$ cat config.mk
export PLATFORM = sky130hd
export DESIGN_NAME = lane_mac_unit
export DESIGN_NICKNAME = d
export VERILOG_FILES = /design/src/rtl/lane_mac_unit.sv
export SDC_FILE = /design/constraint.sdc
export NUM_CORES = 1
export LEC_CHECK = 0
export ABC_AREA = 1
export BUFFER_PORTS_ARGS = -buffer_cell sky130_fd_sc_hd__buf_2
export CAP_MARGIN = 5
export CORE_UTILIZATION = 50
export CTS_CLUSTER_SIZE = 10
export DETAILED_ROUTE_END_ITERATION = 8
export PLACE_DENSITY_LB_ADDON = 0.25
export SYNTH_ARGS = -nofsm -noshare
export SYNTH_HDL_FRONTEND = slang
export SYNTH_SLANG_ARGS = --single-unit
$ cat constraint.sdc
create_clock -name clk -period 23.7 [get_ports clk]
set_input_delay 3.555 -clock clk [delete_from_list [all_inputs] [get_ports clk]]
set_output_delay 3.555 -clock clk [all_outputs]
set_load 0.005 [all_outputs]
$ cat src/rtl/lane_mac_unit.sv
module lane_mac_unit #(
  parameter int DW = 32,
  parameter int IW = 16
) (
  input  logic          clk,
  input  logic          rst_n,
  input  logic          in_valid,
  input  logic [DW-1:0] a_val,
  input  logic [DW-1:0] b_val,
  input  logic [DW-1:0] c_val,
  input  logic [IW-1:0] imm_val,
  input  logic          b_from_reg,
  input  logic          a_signed,
  input  logic          b_signed,
  input  logic          a_byte,
  input  logic [1:0]    a_kind,
  input  logic [1:0]    a_idx,
  input  logic          b_byte,
  input  logic [1:0]    b_kind,
  input  logic [1:0]    b_idx,
  input  logic [1:0]    shift_sel,
  output logic          out_valid,
  output logic          out_err,
  output logic [DW-1:0] result
);
  localparam int BW = DW / 4;
  localparam int HW = DW / 2;
  localparam logic [DW-1:0] BMASK = {{(DW-BW){1'b0}}, {BW{1'b1}}};
  localparam logic [DW-1:0] HMASK = {{(DW-HW){1'b0}}, {HW{1'b1}}};
  localparam logic [1:0] K_LO = 2'd0;
  localparam logic [1:0] S_7 = 2'd1;
  localparam logic [1:0] S_15 = 2'd2;

  function automatic logic [DW-1:0] pick_lane(input logic [DW-1:0] src, input logic bmode,
                                               input logic [1:0] kind, input logic [1:0] idx,
                                               input logic sx);
    logic [DW-1:0] t;
    if (bmode) begin
      t = (src >> (int'(idx) * BW)) & BMASK;
      if (sx && t[BW-1]) t = t | ~BMASK;
    end else begin
      t = (kind == K_LO) ? (src & HMASK) : (src >> HW);
      if (sx && t[HW-1]) t = t | ~HMASK;
    end
    return t;
  endfunction

  logic          sx;
  logic          bad;
  logic [DW-1:0] a_op, b_op, sum, shifted;

  assign sx   = a_signed | b_signed;
  assign bad  = (!a_byte && a_kind[1]) || (b_from_reg && !b_byte && b_kind[1]);
  assign a_op = pick_lane(a_val, a_byte, a_kind, a_idx, sx);
  assign b_op = b_from_reg ? pick_lane(b_val, b_byte, b_kind, b_idx, sx)
              : {{(DW-IW){b_signed & imm_val[IW-1]}}, imm_val};
  assign sum  = a_op * b_op + c_val;

  always_comb begin
    case (shift_sel)
      S_7:     shifted = sx ? DW'($signed(sum) >>> 7)  : (sum >> 7);
      S_15:    shifted = sx ? DW'($signed(sum) >>> 15) : (sum >> 15);
      default: shifted = sum;
    endcase
  end

  always_ff @(posedge clk) begin
    if (!rst_n) begin
      out_valid <= 1'b0;
      out_err   <= 1'b0;
      result    <= '0;
    end else begin
      out_valid <= in_valid && !bad;
      out_err   <= in_valid && bad;
      if (in_valid && !bad) result <= shifted;
    end
  end

  AST_ONE_OUTCOME: assert property (@(posedge clk) disable iff (!rst_n)
    !(out_valid && out_err));
  AST_IDLE_QUIET: assert property (@(posedge clk) disable iff (!rst_n)
    !in_valid |=> !out_valid && !out_err && $stable(result));
  AST_REQ_ANSWERED: assert property (@(posedge clk) disable iff (!rst_n)
    in_valid |=> out_valid || out_err);
  AST_FULL_A_REJECTED: assert property (@(posedge clk) disable iff (!rst_n)
    in_valid && !a_byte && a_kind[1] |=> out_err && $stable(result));
  AST_IMM_NO_B_ERR: assert property (@(posedge clk) disable iff (!rst_n)
    in_valid && !b_from_reg && (a_byte || !a_kind[1]) |=> out_valid);
endmodule

==> results.env <==
RUN_STATUS='finished clean'
CLOCK_SINK_COUNT=34
CTS_SETUP_BUFFERS=0
CRIT_PATH_FREQUENT_CELL='fa_1'
MAX_SLEW.WORST_PIN.SLEW_PS=1110
HTREE_LEVELS=2
MET3_TRACK_DEMAND_OVER_RESOURCE_IN_GLOBAL_ROUTING_PCT=5.34
YOSYSMOSTFREQUENTCELL='inv_1'
WORST-R2R-CELL-COUNT=2
CTS_HOLD_BUFFERS=0
ANTENNA_CELLS_INSERTED=0
YOSYS.AREA.TOP_TYPE='fa_1'
SETUP.WORST_PATH.START='a_idx[0]'
DRT-PASS1-ITER-COUNT=6
GRT_SETUP_UNREPAIRED='false'
SYNTH.TOP_CELLS.BY_AREA='fa_1, inv_1, ha_1, nand2_1, nor2_1'
YOSYS_MOST_USED_DFF='dfxtp_1'
CORE_REGION_AREA_SQ_UM=34500
CRIT-REG2REG-CAPTURE='result[15]$_SDFFE_PN0P_'
INSERTION_DELAY_PS=280
PLACE.GP.CONGESTION=0.934
FIN_CRIT_SH_PCT=53.9
WORST-ENDPOINT-ARRIVAL_PS=12980
MAX_CAP_VIOLATIONS=0
TIMING.FINAL.CRIT_PERIOD_PS=12780
TOP_LEVEL_PORTS=164
CTSRESIZECOUNT=0
DRT_WL_TOTAL_UM=51200
SYN_NETS=2903
ANT_NETS=0
INITIAL_CORE_UTIL_PCT=50.9
DRT_FIRST_ITER_VIOLATIONS=1227
YOSYS-TOP-CELLS-COUNT='inv_1, fa_1, nand2_1'
GRT_PASS1_WL_UM=84000
FINALHOLDVIOLCOUNT=0
FINAL_NET_COUNT=3018
WORST-PATH-MAX-FANOUT=24
SYNTH-ASYNC-RESET-RATIO_PCT=0
FP.DIEAREA_SQ_UM=35900
DIE_HEIGHT_UM=189
WORST_R2R_STARTPOINT='result[15]$_SDFFE_PN0P_'
CTS.PATH.MAX_BUFFERS=2
PIN_COUNT_OF_THE_BIGGEST_NET_ENTERING_GLOBAL_ROUTING=31
GR-MAX-USAGE-LAYER='met2'
FIN_UTIL_PCT=54.7
GLOBALROUTETOTALUTIL_PCT=30.3
PLACED_INST_AREA_SQ_UM=18800
CLOCK_TREE_FROM_TRITONCTS='yes'
IO_PORT_BUFS=163
SYNTH_EDF_COUNT=0
FMAX_GHz=0.0783
YOSYSWARNINGS=0
YOSYSSEQAREASHARE_PCT=3.87
ANTENNA_FOUND_INITIAL=0
NETLIST_AREA_BEFORE_PLACEMENT_SQ_UM=17600
SYNTHESIS.AREA_PER_INSTANCE_SQ_UM=7.79
AREA_GROWTH_PCT=7.51
NUMBER_OF_CLOCK_BUFFERS_INSERTED_BY_TRITONCTS=5
CRITICAL_PATH.ENDPOINT='result[27]$_SDFFE_PN0P_'
FIN_SETUP_TNS_PS=0
FINAL_LAYOUT_SIZE_SUFFIX_GT1_SHARE_PCT=9.82
NFILLCELLS=3365
POSTLAYOUTCELLAREA_SQ_UM=18900
FIRST_GLOBAL_VIAS=15796
SYNTH_CELL_TYPE_COUNT=54
CPPEAKSTAGEDELAY_PS=820
CELL_AT_THE_ROOT_OF_THE_CLOCK_TREE='clkbuf_16'
CTS.CLK_SLEW.WORST_PATHS_PS=60
GLOBALROUTEMET2UTIL_PCT=48.9
REGTOREGSETUPSLACK_PS=23000
TIMING.CRITICAL_PATH.TO_TYPE='flop'
DPL.HPWL_UM=44500
CRIT_TYPE='in2reg'
TOTAL_NUMBER_OF_VIAS=15052
OVERFLOW=0
SYNTH_CELLS=2257
CRIT_PATH_START_KIND='input port'
REQUIRED_PS=23910
FIN_WORST_SKEW_PS=0
DRC=0
HOLDWS_PS=462
SLEW_HEADROOM_PCT=25.8
GLOBALROUTEMET1UTIL_PCT=41.7
DIE_W_UM=189
ROWS=68
SLEW_VIOL_FINAL=0
SYNTH_SEQ_CELLS=34
ROUTEDWLPERCELL_UM=18.1
VIA_PER_INST=5.32
HOLD_PATH_CLASS='reg2reg'
CRITICAL_PATH.SLOWEST_CELL='a31oi_1'
SYNTH_LARGEST_TYPE_AREA_FRACTION_PCT=44.6
SETUP-VIOLATIONS-FINAL=0
critical path: cells and delay by family:
family / cells / cell delay [ps]
buf+inv: 10 / 1520
simple gates: 15 / 2240
compound gates: 3 / 1190
fa+ha+maj: 9 / 4440
kinds of logic after synthesis:
group | share of synthesized area [%]
AOI/OAI and AO/OA | 7.61
xor gates and xnor gates | 1.69
DFF | 3.87
buffers and inverters | 15.1
and+or+nand+nor | 18.3
adders and majority gates | 53.5
final cells by class:
type	instances	area (sq um)	area share (%)
Inverter	630	2380	12.6
Timing Repair Buffer	172	883	4.67
Clock inverter	2	10.0	0.0530
Clock buffer	5	125	0.662
Multi-Input combinational cell	1529	14200	75.4
Sequential cell	34	681	3.60
Tap cell	455	569	3.01
state kept, by name (all words and copies together) (netlist names):
register / flops
result: 32
out_err: 1
out_valid: 1
cell usage in the layout, fill, tap and decap left out, types with 4 or more instances in the layout:
master	count
a21o_1	4
a21oi_1	78
a22oi_2	7
a31oi_1	10
buf_2	163
buf_4	9
clkbuf_16	5
clkinv_1	9
dfxtp_1	34
fa_1	392
ha_1	124
inv_1	613
inv_2	5
nand2_1	370
nand2_2	8
nand3_1	94
nand3_2	5
nand3b_1	5
nand4_1	5
nor2_1	238
nor2_4	5
nor3_1	6
o211ai_1	11
o21ai_0	73
o21ai_1	8
o21bai_1	7
o221ai_1	8
or2_2	6
xnor2_1	22
xor2_1	12
per-layer routing:
metal  vias up  wire length (um)
li1       6867                 -
met1      7480             21800
met2       609             23600
met3        96              3970
met4         0              1880
met5         -                 0
per-stage QoR:
| step | setup WS, ps | instances |
|---|---|---|
| after global placement | 11020 | 2820 |
| after detailed placement | 10890 | 2820 |
| after floorplan | 12520 | 2257 |
| after global routing | 10360 | 2827 |
| after CTS | 11120 | 2827 |
| final | 10920 | 2827 |
how the worst min path moves through the flow:
stage,endpoint,start,cells past startpoint,slack (ps)
floorplan,result[0]$_SDFFE_PN0P_,result[0]$_SDFFE_PN0P_,2,460
global placement,result[13]$_SDFFE_PN0P_,result[13]$_SDFFE_PN0P_,2,450
detailed placement,result[14]$_SDFFE_PN0P_,result[14]$_SDFFE_PN0P_,2,460
CTS,result[14]$_SDFFE_PN0P_,result[14]$_SDFFE_PN0P_,2,460
global route,result[12]$_SDFFE_PN0P_,result[12]$_SDFFE_PN0P_,2,480
finish,result[12]$_SDFFE_PN0P_,result[12]$_SDFFE_PN0P_,2,460
Power is not shown: default switching activity piles up to over one toggle a cycle in this logic, so the estimate is an artifact.
